### config.mk
export PLATFORM = sky130hd
export DESIGN_NAME = irq_gateway
export DESIGN_NICKNAME = d
export VERILOG_FILES = /design/src/rtl/gw_pkg.sv /design/src/rtl/gw_line_edge.sv /design/src/rtl/gw_id_decode.sv /design/src/rtl/gw_src_cell.sv /design/src/rtl/irq_gateway.sv
export SDC_FILE = /design/constraint.sdc
export NUM_CORES = 1
export LEC_CHECK = 0
export BUFFER_PORTS_ARGS = -buffer_cell sky130_fd_sc_hd__buf_2
export CAP_MARGIN = 20
export CORE_MARGIN = 2
export CORE_UTILIZATION = 57
export DETAILED_ROUTE_END_ITERATION = 16
export PLACE_DENSITY = 0.89
export SLEW_MARGIN = 20
export SYNTH_ARGS = -nofsm -noshare
export SYNTH_HDL_FRONTEND = slang
export SYNTH_SLANG_ARGS = --single-unit
### constraint.sdc
create_clock -name clk -period 1.4 [get_ports clk]
set_input_delay 0.07 -clock clk [delete_from_list [all_inputs] [get_ports clk]]
set_output_delay 0.07 -clock clk [all_outputs]
set_load 0.02 [all_outputs]
### src/rtl/gw_pkg.sv
package gw_pkg;

    localparam int unsigned WORD_W = 32;

    function automatic int unsigned words_for(input int unsigned n_src);
        return (n_src + WORD_W - 1) / WORD_W;
    endfunction

    // Per-source state kept by the gateway
    typedef struct packed {
        logic pend;   // visible request
        logic hid;    // shadowed request seen while owned
        logic clm;    // owned by a target
    } src_state_t;

    // Events derived from one interrupt line
    typedef struct packed {
        logic rise;
        logic fall;
    } line_evt_t;

    // Strobe hits decoded for one source
    typedef struct packed {
        logic take;
        logic rel;
    } strobe_hit_t;

    // Next-state rule: release, then take, then line edge
    function automatic src_state_t src_next(input src_state_t cur,
                                            input strobe_hit_t hit,
                                            input line_evt_t evt);
        src_state_t nxt;
        nxt = cur;
        if (hit.rel && cur.clm) begin
            nxt.clm = 1'b0;
            if (cur.hid) nxt.pend = 1'b1;
        end
        if (hit.take) begin
            nxt.pend = 1'b0;
            nxt.clm  = 1'b1;
        end
        if (evt.rise) begin
            if (nxt.clm) nxt.hid  = 1'b1;
            else         nxt.pend = 1'b1;
        end
        if (evt.fall) nxt.hid = 1'b0;
        return nxt;
    endfunction

endpackage

### src/rtl/gw_line_edge.sv
module gw_line_edge
    import gw_pkg::*;
#(
    parameter int unsigned N = 48
) (
    input  logic              clk,
    input  logic              rst,
    input  logic [N-1:0]      level_i,
    output line_evt_t [N-1:0] evt_o
);

    logic [N-1:0] prev_q;

    always_ff @(posedge clk) begin
        if (rst) prev_q <= '0;
        else     prev_q <= level_i;
    end

    for (genvar i = 0; i < N; i++) begin : g_evt
        assign evt_o[i].rise = level_i[i] & ~prev_q[i];
        assign evt_o[i].fall = ~level_i[i] & prev_q[i];
    end

endmodule

### src/rtl/gw_id_decode.sv
module gw_id_decode #(
    parameter int unsigned N    = 48,
    parameter int unsigned ID_W = 6
) (
    input  logic            vld_i,
    input  logic [ID_W-1:0] id_i,
    output logic [N-1:0]    hit_o
);

    // ID 0 is reserved; IDs at or above N match no output
    assign hit_o[0] = 1'b0;
    for (genvar i = 1; i < N; i++) begin : g_hit
        assign hit_o[i] = vld_i && (id_i == ID_W'(i));
    end

endmodule

### src/rtl/gw_src_cell.sv
module gw_src_cell
    import gw_pkg::*;
(
    input  logic        clk,
    input  logic        rst,
    input  strobe_hit_t hit_i,
    input  line_evt_t   evt_i,
    output src_state_t  state_o
);

    src_state_t state_q;

    always_ff @(posedge clk) begin
        if (rst) state_q <= '0;
        else     state_q <= src_next(state_q, hit_i, evt_i);
    end

    assign state_o = state_q;

    // a take leaves the source owned and not visible
    p_take_clears_r5: assert property (@(posedge clk) disable iff (rst)
        hit_i.take && !evt_i.rise |=> state_q.clm && !state_q.pend);

    // rise while owned only shadows the request
    p_shadow_only_r3: assert property (@(posedge clk) disable iff (rst)
        evt_i.rise && state_q.clm && !hit_i.rel && !hit_i.take
        |=> state_q.hid && $stable(state_q.pend));

    // release of an unowned source changes nothing
    p_rel_ignored_r6: assert property (@(posedge clk) disable iff (rst)
        hit_i.rel && !state_q.clm && !hit_i.take && !evt_i.rise && !evt_i.fall
        |=> $stable(state_q));

    // release with a shadowed request replays it
    p_replay_r7: assert property (@(posedge clk) disable iff (rst)
        hit_i.rel && state_q.clm && state_q.hid && !hit_i.take
        |=> state_q.pend && !state_q.clm);

    // a falling line drops the shadow bit
    p_fall_clears_r4: assert property (@(posedge clk) disable iff (rst)
        evt_i.fall |=> !state_q.hid);

endmodule

### src/rtl/irq_gateway.sv
module irq_gateway
    import gw_pkg::*;
#(
    parameter int unsigned NUM_SRC = 48,
    parameter int unsigned ID_W    = $clog2(NUM_SRC),
    localparam int unsigned NUM_WORDS = words_for(NUM_SRC),
    localparam int unsigned OUT_W     = NUM_WORDS * WORD_W
) (
    input  logic               clk,
    input  logic               rst,
    input  logic [NUM_SRC-1:0] irq_level_i,
    input  logic               take_vld_i,
    input  logic [ID_W-1:0]    take_id_i,
    input  logic               rel_vld_i,
    input  logic [ID_W-1:0]    rel_id_i,
    output logic [OUT_W-1:0]   pend_o
);

    line_evt_t  [NUM_SRC-1:0] evt;
    logic       [NUM_SRC-1:0] take_hit;
    logic       [NUM_SRC-1:0] rel_hit;
    src_state_t [NUM_SRC-1:0] state;

    gw_line_edge #(.N(NUM_SRC)) u_edge (
        .clk     (clk),
        .rst     (rst),
        .level_i (irq_level_i),
        .evt_o   (evt)
    );

    gw_id_decode #(.N(NUM_SRC), .ID_W(ID_W)) u_take_dec (
        .vld_i (take_vld_i),
        .id_i  (take_id_i),
        .hit_o (take_hit)
    );

    gw_id_decode #(.N(NUM_SRC), .ID_W(ID_W)) u_rel_dec (
        .vld_i (rel_vld_i),
        .id_i  (rel_id_i),
        .hit_o (rel_hit)
    );

    // Source 0 is reserved and holds no state
    assign state[0] = '0;
    logic unused_src0;
    assign unused_src0 = ^{evt[0], take_hit[0], rel_hit[0]};

    for (genvar i = 1; i < NUM_SRC; i++) begin : g_src
        strobe_hit_t hit;
        assign hit.take = take_hit[i];
        assign hit.rel  = rel_hit[i];
        gw_src_cell u_cell (
            .clk     (clk),
            .rst     (rst),
            .hit_i   (hit),
            .evt_i   (evt[i]),
            .state_o (state[i])
        );
    end

    // Pack visible bits into words; padding reads zero
    for (genvar b = 0; b < OUT_W; b++) begin : g_pack
        if (b < NUM_SRC) begin : g_live
            assign pend_o[b] = state[b].pend;
        end else begin : g_pad
            assign pend_o[b] = 1'b0;
        end
    end

    // the reserved line never raises anything
    p_line0_quiet_r9: assert property (@(posedge clk) disable iff (rst)
        irq_level_i[0] |=> !pend_o[0]);

    // rising line on an unowned source shows on the next edge
    p_rise_visible_r2: assert property (@(posedge clk) disable iff (rst)
        evt[1].rise && !state[1].clm && !take_hit[1] |=> pend_o[1]);

endmodule

==> After elaboration in Yosys (flattened, before gate mapping) <==
Cells that the tools add are included.
{ "totals": {"out_inout_bits": 64, "ff_bits": 189} }
{ "classes": {"eq_ne": 94, "n_bitwise": 188, "n_reduce_logical": 235, "muxes": 423} }
{ "op_table": {"columns": ["op", "count"], "rows": [
  ["$mux W1", 376],
  ["$eq A6 B5 Y1 const B", 32],
  ["$eq A6 B6 Y1 const B", 32],
  ["$logic_and A1 B1 Y1", 141],
  ["$eq A6 B4 Y1 const B", 16],
  ["$and A1 B1 Y1", 94],
  ["$mux W2", 47],
  ["$not A1 Y1", 94],
  ["$reduce_and A2 Y1", 47],
  ["$reduce_or A2 Y1", 47],
  ["$eq A6 B3 Y1 const B", 8],
  ["$eq A6 B2 Y1 const B", 4],
  ["$eq A6 B1 Y1 const B", 2]
]} }

==> Depth between registers and ports, before layout <==
Gate-level depths: netlist of the first run.
{ "depth": {"word_depth": 8, "depth_mapped": 5, "mapped_depth_nobuf": 3} }

==> Cells and area by module <==
From an unflattened synthesis of the first run, not the netlist that was laid out.
{ "unflattened": {"cells_unflattened": 1025, "area_unflattened_um2": 8420.6} }
{ "modules_own_cells": {"columns": ["module", "area_per_inst_um2", "instances", "cells_each"], "rows": [
  ["gw_src_cell", 117.6, 47, 14],
  ["gw_line_edge", 1905.6, 1, 197],
  ["gw_id_decode", 427.9, 2, 76],
  ["irq_gateway", 131.4, 1, 18]
]} }

==> Worst setup path after synthesis of the first run <==
No wires, ideal clock.
{ "synth_timing": {"path_kind": "input-to-reg", "start": "input port rel_id_i[5]", "end": "register g_src[9].u_cell.state_q, in the netlist g_src[9].u_cell.state_o[1]", "stages": 4, "path_slack_ns": 0.289, "n_path_buf": 1, "required_time_ns": 1.261, "arrival_time_ns": 0.972, "path_cell_list": "or3b_4 -> buf_6 -> o21ai_0 -> a221oi_1"} }
{ "synth_between": {"elab_chain_cells": 7} }
{ "synth_rtl": {"columns": ["item", "line", "text"], "rows": [
  ["from (decl)", "irq_gateway.sv:15", "input logic [ID_W-1:0] rel_id_i,"],
  ["$eq A6 B4 Y1", "gw_id_decode.sv:13", "assign hit_o[i] = vld_i && (id_i == ID_W'(i));"],
  ["$logic_and A1 B1 Y1", "gw_id_decode.sv:13", null],
  ["$logic_and A1 B1 Y1", "gw_pkg.sv:34", "if (hit.rel && cur.clm) begin"],
  ["$mux W1", "gw_pkg.sv:34", null],
  ["$mux W1", "gw_pkg.sv:38", "if (hit.take) begin"],
  ["$mux W1", "gw_src_cell.sv:14", "if (rst) state_q <= '0;"],
  ["$reduce_and A2 Y1 (no source line)", null, null],
  ["to (signal assigned)", "gw_src_cell.sv:15", "else state_q <= src_next(state_q, hit_i, evt_i);"],
  ["to (decl)", "gw_src_cell.sv:11", "src_state_t state_q;"]
]} }
Every way passes these cells. The select of a mux whose other input is x is not followed.
A chain may end at the register's enable or synchronous reset.

==> Final worst setup path of the first run <==
{ "layout_timing": {"start": "input port rst", "end": "register u_edge.prev_q[16]"} }
{ "layout_rtl": {"columns": ["item", "line", "text"], "rows": [
  ["from (decl)", "irq_gateway.sv:10", "input logic rst,"],
  ["to (signal assigned)", "gw_line_edge.sv:16", "else prev_q <= level_i;"],
  ["to (decl)", "gw_line_edge.sv:12", "logic [N-1:0] prev_q;"]
]} }
No word-level cell between the ends.

==> summary.md, run 1 <==
| Metric | Value |
|---|---|
| Status | finished, final reports clean |
| Number of slew-limit violations in the final report | 0 |
| Number of buffers inserted during clock tree synthesis | 17 |
| Die Wd | roughly 120 um |
| Endpoint kind of the worst setup timing path | register |
| Post-synthesis sequential element count | roughly 190 |
| Depth of the CTS H-tree | 4 |
| Fraction of registers with async set/reset | 0% |
| Most used flip-flop cell after synthesis | sky130_fd_sc_hd__dfxtp_1 |
| Global route total overflow | 0 |
| RSZ-0062 raised after global routing | no |
| Clock skew | 8.02 ps |
| Avg Inst Size Synth | 9.55 um2 |
| Synthesized netlist cell count | 855 |
| Total Nets Final | 1031 |
| DIE HEIGHT | ~120 um |
| Global-route total usage across every layer | between 20% and 30% |
| Number of nets with antenna violations after routing | 0 |
| Storage cell area | roughly 3800 um2 |
| Final setup vio count | 0 |
| Clock Pin Slew Worst Setup and Hold Paths | about 60 ps |
| Pin count of the biggest net entering global routing | 82 |
| Final Hold Fails | 0 |
| Placeable core area | 13900 um2 |
| Endpoint of the worst hold-timing path | g_src[9].u_cell.state_o[0] |
| Distinct cell type count of the synthesized netlist | 38 |
| Core Rows | 43 |
| Die footprint | about 15000 um2 |
| TritonCTS Sinks | roughly 190 |
| WL final | roughly 19000 um |
| Ratio of total power to cell area | ~1200 nW/um2 |
| Leading cell types in the layout, fill and taps excluded | 188 x sky130_fd_sc_hd__dfxtp_1, 108 x sky130_fd_sc_hd__buf_2, 100 x sky130_fd_sc_hd__nand2_1, 97 x sky130_fd_sc_hd__a21oi_1, 85 x sky130_fd_sc_hd__nor2b_1 |
| Crit Path Class | in2reg |
| 1st-iter DRT viols | a little under 500 |
| Number of fill cells in the layout | roughly 1100 |
| IR Drop Worst-Case VDD | between 0.001 and 0.0015 V |
| First-pass GRT wire length | ~31000 um |
| Total of cells resized after clock tree synthesis | 0 |
| Layout cells sized above 1 | 18.1% |
| Count of warnings emitted by yosys | 0 |
| Initial standard-cell utilization of the core | between 50% and 60% |
| Worst Hold Class | in2reg |
| Req. time, crit path | about 1800 ps |
| Hold path startpoint | take_id_i[5] |
| Area of the multi-input gates | 3800 um2 |
| Final HPWL from detailed placement | 12500 um |
| Antenna violations before repair | 0 |
| Number of flops mapped to enable cells by yosys | 0 |
| Worst setup SP type | primary input |
| CTS tree | yes |
| Clock latency on the worst-skew pair | 430 ps |
| Max frequency | 882 MHz |
| Buffer depth of the longest clock path | 2 |
| WHS Path Cells | 5 |
| Data arrival, critical path | approximately 1500 ps |
| Register area share after synthesis | 46.1% |
| Via count | around 6900 |
| Worst flop-to-flop path startpoint | u_edge.prev_q[25] |
| Leakage | 3.68 nW |
| Average wire length per cell after detail routing | about 17 um |
| Period minus WS final | between 1000 and 1500 ps |
| Max Cap Viol | 0 |
| Worst reg-to-reg setup slack | between 400 and 500 ps |
| Critical path fanouts, max | 9 |
| Total Neg Setup Slack | 0 ps |
| Most frequent standard cell in the layout excluding fill and tap cells | sky130_fd_sc_hd__dfxtp_1 |
| Post-route fraction of the period consumed by the critical path | between 80% and 90% |
| First drt pass iteration count | 5 |
| Worst hold margin | roughly 150 ps |
| Endpoint of the lowest-slack register-to-register path | g_src[25].u_cell.state_o[1] |
| Mean number of vias per cell | about 6 |
| Number of design rule violations left after detail routing | 0 |
| Area growth, synth to finish | 18.1% |
| IO Pins | approximately 130 |
| Worst R2R Path Depth | 3 |
| Weighted congestion reported at the end of routability-driven placement | 0.811 |
| Cell area after synthesis | 8160 um2 |
| Post-CTS setup buffer count | 0 |
| Cell chosen for the clock root | sky130_fd_sc_hd__clkbuf_16 |
| Count of input and output buffers | about 110 |
| Antenna Cells | 0 |
| Cts hold-fix bufs | a little over 50 |
| Number of global-route vias before repair | 6603 |
==> cell usage after synthesis, types with 12 or more instances <==
cell type / count / area (um2)
sky130_fd_sc_hd__nor2b_1: 85 / 532
sky130_fd_sc_hd__a311oi_1: 38 / 333
sky130_fd_sc_hd__dfxtp_1: 188 / 3760
sky130_fd_sc_hd__a21oi_1: 97 / 485
sky130_fd_sc_hd__nand2b_1: 56 / 350
sky130_fd_sc_hd__clkbuf_1: 20 / 75.1
sky130_fd_sc_hd__o21ai_0: 28 / 140
sky130_fd_sc_hd__a211o_1: 38 / 333
sky130_fd_sc_hd__nand2_1: 100 / 375
sky130_fd_sc_hd__o2111a_1: 44 / 495
sky130_fd_sc_hd__o21ai_1: 12 / 60.1
sky130_fd_sc_hd__buf_4: 64 / 480
==> per-layer routing <==
metal / part of all wire, % / vias to the layer above / routed length [um] / track usage (%)
li1: - / 3336 / - / -
met1: 43 / 3260 / 8340 / 33.1
met2: 48 / 230 / 9380 / 43.1
met3: 7.0 / 30 / 1360 / 7.23
met4: 1.8 / 0 / 347 / 8.45
met5: 0 / - / 0 / 0
==> per-stage QoR <==
step	setup slack, ps	cells	cell area [um2]	total power [mW]	util [%]
2_1_floorplan	289	871	8220	6.72	-
4_1_cts	319	1160	9640	11.6	69.2
6_report	266	1160	9640	11.6	69.2
3_5_place_dp	17.3	1077	8570	6.98	61.5
3_3_place_gp	51.0	1077	8570	6.94	61.5
5_1_grt	256	1160	9640	12.0	69.2
==> registers in the layout, summed over array words and instances, names as in the netlist <==
signal                count
g_src.u_cell.state_o    141
u_edge.prev_q            47
==> report_power, final <==
| group | total (mW) | leakage (nW) | switching, mW | internal, mW |
|---|---|---|---|---|
| Sequential | 5.68 | 1.54 | 0.131 | 5.55 |
| Clock | 4.58 | 0.282 | 2.00 | 2.58 |
| Combinational | 1.31 | 1.86 | 0.717 | 0.594 |
| Total | 11.6 | 3.68 | 2.85 | 8.72 |
==> cell type report <==
| class | instances | share of cell area (%) |
|---|---|---|
| multi-input cells | 581 | 39.4 |
| well taps | 180 | 2.34 |
| clock buffers | 21 | 4.88 |
| flip-flops and latches | 188 | 39.0 |
| repair buffers | 178 | 13.3 |
| clock inverters | 11 | 0.973 |
| inverters | 1 | 0.0389 |
==> critical path, cell delays in order <==
cell,delay (ps)
sky130_fd_sc_hd__dlygate4sd3_1,540
sky130_fd_sc_hd__buf_4,190
sky130_fd_sc_hd__nor2b_1,130
sky130_fd_sc_hd__dlygate4sd3_1,570
==> cell families after synthesis <==
family	Yosys count	share of synthesized area, %
compound gates	285	25.5
simple gates	279	20.2
flops	188	46.1
buf+inv	102	8.09
other cells	1	0.0459
==> worst max-delay path by stage <==
stage / startpoint / endpoint / slack [ps] / cells past startpoint
6_report: rst / u_edge.prev_q[16] / 270 / 4
5_1_grt: rst / u_edge.prev_q[16] / 260 / 4
4_1_cts: g_src[13].u_cell.state_o[2] / pend_o[13] / 320 / 1
3_5_place_dp: rel_id_i[2] / g_src[24].u_cell.state_o[2] / 20 / 4
3_3_place_gp: rel_id_i[2] / g_src[24].u_cell.state_o[1] / 50 / 4
2_1_floorplan: rel_id_i[5] / g_src[9].u_cell.state_o[1] / 290 / 4
Note: power is estimated with default switching activity, not from simulation.
==> run 2, diff against run 1 <==
--- a/config.mk
+++ b/config.mk
@@ -8,9 +8,9 @@
 export BUFFER_PORTS_ARGS = -buffer_cell sky130_fd_sc_hd__buf_2
 export CAP_MARGIN = 20
 export CORE_MARGIN = 2
-export CORE_UTILIZATION = 57
+export CORE_UTILIZATION = 51
 export DETAILED_ROUTE_END_ITERATION = 16
-export PLACE_DENSITY = 0.89
+export PLACE_DENSITY = 0.85
 export SLEW_MARGIN = 20
 export SYNTH_ARGS = -nofsm -noshare
 export SYNTH_HDL_FRONTEND = slang
==> constraint.sdc (replaced) <==
create_clock -name clk -period 0.9 [get_ports clk]
set_input_delay 0.045 -clock clk [delete_from_list [all_inputs] [get_ports clk]]
set_output_delay 0.045 -clock clk [all_outputs]
set_load 0.02 [all_outputs]
==> summary.md, run 2 (synthesis gave the netlist of run 1 again) <==
| Metric | Value |
|---|---|
| Final Hold Fails | 0 (unchanged) |
| Number of slew-limit violations in the final report | 0 (unchanged) |
| Average wire length per cell after detail routing | 18.5 um (was 16.7 um) |
| Leakage | 4.05 nW (was 3.68 nW) |
| IO Pins | 128 (unchanged) |
| Final Instance Area | 10900 um2 (was 9640 um2) |
| Number of design rule violations left after detail routing | 0 (unchanged) |
| DIE HEIGHT | 131 um (was 124 um) |
| Placeable core area | 15800 um2 (was 13900 um2) |
| Final HPWL from detailed placement | 13600 um (was 12500 um) |
| Count of input and output buffers | 109 (unchanged) |
| Max frequency | around 920 MHz |
| Violated checks | negative setup slack |
| Final setup vio count | 61 (was 0) |
| Antenna violations before repair | 0 (unchanged) |
| Buffer depth of the longest clock path | 2 (unchanged) |
| Area after DPL | 9040 um2 (was 8570 um2) |
| Part of the total power dissipated in the clock network | 40.3% (was 39.6%) |
| First drt pass iteration count | 5 (unchanged) |
| IR Drop Worst-Case VDD | 0.00169 V (was 0.00118 V) |
| Internal power | 14.5 mW (was 8.72 mW) |
| Clock latency on the worst-skew pair | 440 ps (was 430 ps) |
| Worst Hold Class | in2reg (unchanged) |
| Number of global-route vias before repair | 6800 (was 6603) |
| Critical path fanouts, max | 2 (was 9) |
| Number of buffers inserted during clock tree synthesis | 17 (unchanged) |
| Ratio of total power to cell area | 1780 nW/um2 (was 1200 nW/um2) |
| Cell chosen for the clock root | sky130_fd_sc_hd__clkbuf_16 (unchanged) |
| Post-route fraction of the period consumed by the critical path | 120% |
| RSZ-0062 raised after global routing | yes (was no) |
| Clock skew | 7.01 ps (was 8.02 ps) |
| Antenna Cells | 0 (unchanged) |
| 1st-iter DRT viols | 513 (was 486) |
| Die Wd | 131 um (was 124 um) |
| Worst setup SP type | register (was primary input) |
| Most frequent standard cell in the layout excluding fill and tap cells | sky130_fd_sc_hd__dfxtp_1 (unchanged) |
| Endpoint kind of the worst setup timing path | register (unchanged) |
| Fraction of power spent switching nets | 25.2% (was 24.6%) |
| Total Nets Final | 1055 (was 1031) |
| TritonCTS Sinks | 188 (unchanged) |
| Core Rows | 46 (was 43) |
| Part of the total power dissipated in combinational logic | 13.6% (was 11.3%) |
| Req. time, crit path | 1210 ps (was 1760 ps) |
| Worst hold margin | 35.7 ps (was 153 ps) |
| Clock Pin Slew Worst Setup and Hold Paths | 70 ps (was 60 ps) |
| Layout cells sized above 1 | 36.9% (was 18.1%) |
| Area growth, synth to finish | 33.6% (was 18.1%) |
| Mean number of vias per cell | 5.93 (was 5.91) |
| Via count | 7238 (was 6856) |
| Die footprint | 17000 um2 (was 15300 um2) |
| Sequential share of power | 46.1% (was 49.1%) |
| CTS tree | yes (unchanged) |
| Data arrival, critical path | 1390 ps (was 1500 ps) |
| Leading cell types in the layout, fill and taps excluded | 123 x sky130_fd_sc_hd__dfxtp_1, 98 x sky130_fd_sc_hd__nand2_1, 87 x sky130_fd_sc_hd__a21oi_1, 63 x sky130_fd_sc_hd__dfxtp_2, 58 x sky130_fd_sc_hd__nor2b_1 (was 188 x sky130_fd_sc_hd__dfxtp_1, 108 x sky130_fd_sc_hd__buf_2, 100 x sky130_fd_sc_hd__nand2_1, 97 x sky130_fd_sc_hd__a21oi_1, 85 x sky130_fd_sc_hd__nor2b_1) |
| Global route total overflow | 0 (unchanged) |
| Number of nets with antenna violations after routing | 0 (unchanged) |
| Max reg flops | 141 (unchanged) |
| Depth of the CTS H-tree | 4 (unchanged) |
| Weighted congestion reported at the end of routability-driven placement | 0.787 (was 0.811) |
| Pin count of the biggest net entering global routing | 53 (was 82) |
| Global-route total usage across every layer | 24.9% (was 26.1%) |
| WL final | 22600 um (was 19400 um) |
| First-pass GRT wire length | 33300 um (was 31300 um) |
| Crit Path Class | reg2reg (was in2reg) |
| Status | finished with violations (was finished, final reports clean) |
| Number of fill cells in the layout | 1087 (was 1055) |
| Max Cap Viol | 0 (unchanged) |
| Worst Setup Slack, final | -182 ps (was 266 ps) |
| Net Sw Power | 4.88 mW (was 2.85 mW) |
| Period minus WS final | around 1100 ps |
| Initial standard-cell utilization of the core | 51.8% (was 58.6%) |
run 2: changes by cell type in the layout (fill, tap and decap cells not counted), sizes merged:
cell         before  now
inv               0    2
clkbuf           21   23
dlygate4sd3      51   47
bufinv            1    3
clkinvlp          1    3
buf             127  152
clkinv           10    5
run 2: path summary, 6_finish.rpt:
| check | depth (start not counted) | slack, ps | end | from |
|---|---|---|---|---|
| worst min-delay path | 3 | 40 | g_src[1].u_cell.state_o[1] | rst |
| worst max register to register | 3 | -180 | g_src[21].u_cell.state_o[1] | u_edge.prev_q[21] |
| worst max-delay path | 3 | -180 | g_src[21].u_cell.state_o[1] | u_edge.prev_q[21] |
| worst min register to register | 2 | 500 | g_src[14].u_cell.state_o[0] | g_src[14].u_cell.state_o[0] |
run 2: critical path: stages (launching register included):
cell	delay (ps)
sky130_fd_sc_hd__dfxtp_4	370
sky130_fd_sc_hd__nor2b_4	140
sky130_fd_sc_hd__a21oi_2	60
sky130_fd_sc_hd__a311oi_1	390
run 2: layer usage:
metal  vias to the layer above  track usage, %  part of all wire [%]
met5                         -               0                     0
met4                         0            11.1                   2.5
met3                        46            5.09                   5.5
met2                       276            42.1                    51
met1                      3546            31.0                    41
li1                       3370               -                     -
run 2: through the flow:
stage	power (mW)	util (%)	setup slack (ps)	TNS, ps	std cells
after floorplan	10.5	-	-148	-7000	871
after global placement	11.0	57.3	-364	-36120	1136
after detailed placement	11.0	57.3	-402	-39160	1136
after CTS	19.2	67.7	-147	-2700	1241
after global routing	19.9	69.2	-240	-4310	1220
final	19.4	69.2	-182	-2950	1220
run 2: layout make-up:
type	count	area [um2]	area share [%]
Inverter	1	5.00	0.0459
Timing Repair Buffer	202	1870	17.2
Tap cell	216	270	2.48
Clock inverter	12	164	1.50
Sequential cell	188	3850	35.3
Multi-Input combinational cell	581	4300	39.4
Clock buffer	20	447	4.10
run 2: repair_timing:
item / CTS / global route
hold endpoints to repair: 56 / 0
resized for setup: 144 / 95
endpoints found under the setup margin: 47 / 123
hold buffers: 47 / 0
setup buffers: 26 / 0
pin swaps: 16 / 20
run 2: power groups by stage:
stage                     combinational, mW  sequential [mW]  clock (mW)
after floorplan                        1.57             8.96           0
after global placement                 1.95             9.00           0
after detailed placement               1.99             9.02           0
after CTS                              2.51             8.89        7.79
after global routing                   2.80             8.95        8.15
final                                  2.63             8.93        7.80
==> run 3, diff against run 2 <==
--- a/config.mk
+++ b/config.mk
@@ -10,7 +10,7 @@
 export CORE_MARGIN = 2
 export CORE_UTILIZATION = 51
 export DETAILED_ROUTE_END_ITERATION = 16
-export PLACE_DENSITY = 0.85
+export PLACE_DENSITY = 0.88
 export SLEW_MARGIN = 20
 export SYNTH_ARGS = -nofsm -noshare
 export SYNTH_HDL_FRONTEND = slang
==> summary.md, run 3 (synthesis gave the netlist of run 1 again) <==
| Metric | Value |
|---|---|
| Number of nets with antenna violations after routing | 0 (unchanged) |
| Area after DPL | 9020 um2 (was 9040 um2) |
| Number of global-route vias before repair | 7111 (was 6800) |
| Mean number of vias per cell | 6.05 (was 5.93) |
| Cell chosen for the clock root | sky130_fd_sc_hd__clkbuf_16 (unchanged) |
| RSZ-0062 raised after global routing | yes (unchanged) |
| GR Layer Usage met2 | 44.0% (was 42.1%) |
| Layout cells sized above 1 | 36.8% (was 36.9%) |
| Most crowded layer after global routing | met2 (unchanged) |
| Buffer depth of the longest clock path | 2 (unchanged) |
| 1st-iter DRT viols | 547 (was 513) |
| Initial standard-cell utilization of the core | 51.8% (unchanged) |
| Req. time, crit path | 850 ps (was 1210 ps) |
| WL final | 23400 um (was 22600 um) |
| Worst Hold Class | in2reg (unchanged) |
| Setup slack at placement | -410 ps (was -402 ps) |
| Number of design rule violations left after detail routing | 0 (unchanged) |
| Global route total overflow | 0 (unchanged) |
| Final Hold Fails | 0 (unchanged) |
| CP max stage delay | 370 ps (was 390 ps) |
| Number of slew-limit violations in the final report | 0 (unchanged) |
| Clock Pin Slew Worst Setup and Hold Paths | 70 ps (about the same) |
| Final setup vio count | 59 (was 61) |
| Leakage | 4.07 nW (was 4.05 nW) |
| Critical-path cell with the highest stage delay | sky130_fd_sc_hd__dfxtp_2 (was sky130_fd_sc_hd__a311oi_1) |
| Leading cell types in the layout, fill and taps excluded | 123 x sky130_fd_sc_hd__dfxtp_1, 98 x sky130_fd_sc_hd__nand2_1, 90 x sky130_fd_sc_hd__a21oi_1, 58 x sky130_fd_sc_hd__dfxtp_2, 55 x sky130_fd_sc_hd__nand2b_1 (was 123 x sky130_fd_sc_hd__dfxtp_1, 98 x sky130_fd_sc_hd__nand2_1, 87 x sky130_fd_sc_hd__a21oi_1, 63 x sky130_fd_sc_hd__dfxtp_2, 58 x sky130_fd_sc_hd__nor2b_1) |
| Area growth, synth to finish | 33.9% (was 33.6%) |
| Average wire length per cell after detail routing | 19.3 um (was 18.5 um) |
| Most frequent standard cell in the layout excluding fill and tap cells | sky130_fd_sc_hd__dfxtp_1 (unchanged) |
| Via count | 7333 (was 7238) |
| Antenna violations before repair | 0 (unchanged) |
| Endpoint kind of the worst setup timing path | output pin (was register) |
| Worst Setup Slack, final | -82.5 ps (was -182 ps) |
| Crit Path Class | reg2out (was reg2reg) |
| Family of cells with the greatest summed delay on the critical path | flip-flops (was compound AO/OA/AOI/OAI gates) |
| Share of the core filled with cells | 69.3% (was 69.2%) |
| Status | finished with violations (unchanged) |
| Antenna Cells | 0 (unchanged) |
| Ratio of total power to cell area | 1810 nW/um2 (was 1780 nW/um2) |
| Placeable core area | 15800 um2 (unchanged) |
| Data arrival, critical path | 940 ps (was 1390 ps) |
| IR Drop Worst-Case VDD | 0.00121 V (was 0.00169 V) |
| Worst path bufs/invs | 1 (was 0) |
| Worst hold margin | 30.5 ps (was 35.7 ps) |
| CTS tree | yes (unchanged) |
| Fraction of met1 tracks used by global routing | 30.6% (was 31.0%) |
| Total Nets Final | 1047 (was 1055) |
| Violated checks | negative setup slack (unchanged) |
| Die Wd | 131 um (unchanged) |
| Number of fill cells in the layout | 1107 (was 1087) |
| Clock latency on the worst-skew pair | 440 ps (about the same) |
| Worst setup SP type | register (unchanged) |
| Clock skew | 10.2 ps (was 7.01 ps) |
| Depth of the CTS H-tree | 4 (unchanged) |
| Number of buffers inserted during clock tree synthesis | 17 (unchanged) |
| TritonCTS Sinks | 188 (unchanged) |
| Weighted congestion reported at the end of routability-driven placement | 0.790 (was 0.787) |
| Critical path fanouts, max | 3 (was 2) |
| Pin count of the biggest net entering global routing | 55 (was 53) |
| Final HPWL from detailed placement | 13500 um (was 13600 um) |
| First drt pass iteration count | 6 (was 5) |
| Final Instance Area | 10900 um2 (about the same) |
| Core Rows | 46 (unchanged) |
| Max frequency | 1020 MHz (was 924 MHz) |
| Total Neg Setup Slack | -2910 ps (was -2950 ps) |
| GRT met3 Usage | 6.64% (was 5.09%) |
| Period minus WS final | 982 ps (was 1080 ps) |
| Cells after DPL | 1129 (was 1136) |
| Count of input and output buffers | 109 (unchanged) |
| First-pass GRT wire length | 34800 um (was 33300 um) |
| Worst reg-to-reg setup slack | -70 ps (was -180 ps) |
| Max reg flops | 141 (unchanged) |
| Global-route total usage across every layer | 26.0% (was 24.9%) |
| Max Cap Viol | 0 (unchanged) |
| DIE HEIGHT | 131 um (unchanged) |
| IO Pins | 128 (unchanged) |
| Cell breakdown of the critical path | buf_6 (was nor2b_4, a21oi_2, a311oi_1) |
| Finished Layout Cells | 1212 (was 1220) |
| PnR Total Power | 19.8 mW (was 19.4 mW) |
| Die footprint | 17000 um2 (unchanged) |
| Post-route fraction of the period consumed by the critical path | 109% (was 120%) |
run 3: report_power, final:
group | internal (mW) | leakage [nW] | switching (mW)
Combinational | 1.30 | 2.19 | 1.30
Clock | 5.03 | 0.320 | 3.21
Sequential | 8.67 | 1.56 | 0.279
run 3: cell type report:
cell class / count / area (um2) / share of cell area, %
Clock inverter: 9 / 155 / 1.42
Timing Repair Buffer: 194 / 1830 / 16.8
Inverter: 1 / 5.00 / 0.0458
Sequential cell: 188 / 3860 / 35.3
Multi-Input combinational cell: 581 / 4300 / 39.4
Tap cell: 216 / 270 / 2.47
Clock buffer: 23 / 498 / 4.56
run 3: repair_timing:
item	in CTS	in global routing
setup buffers	20	1
hold buffers	48	0
endpoints found under the setup margin	52	119
gates resized for setup	149	98
hold endpoints to repair	59	0
pin swaps	10	30
run 3: per-layer routing:
layer | wire (um) | vias up | part of all wire (%)
li1 | - | 3343 | -
met4 | 1140 | 0 | 4.9
met5 | 0 | - | 0
met2 | 11300 | 358 | 48
met1 | 9290 | 3527 | 40
met3 | 1610 | 105 | 6.9
run 3: worst paths after layout:
check,startpoint,to,cells after the start
setup / recovery,g_src[44].u_cell.state_o[2],pend_o[44],1
setup reg to reg,u_edge.prev_q[21],g_src[21].u_cell.state_o[2],3
hold / removal,irq_level_i[44],u_edge.prev_q[44],2
hold reg to reg,g_src[27].u_cell.state_o[1],g_src[27].u_cell.state_o[1],2
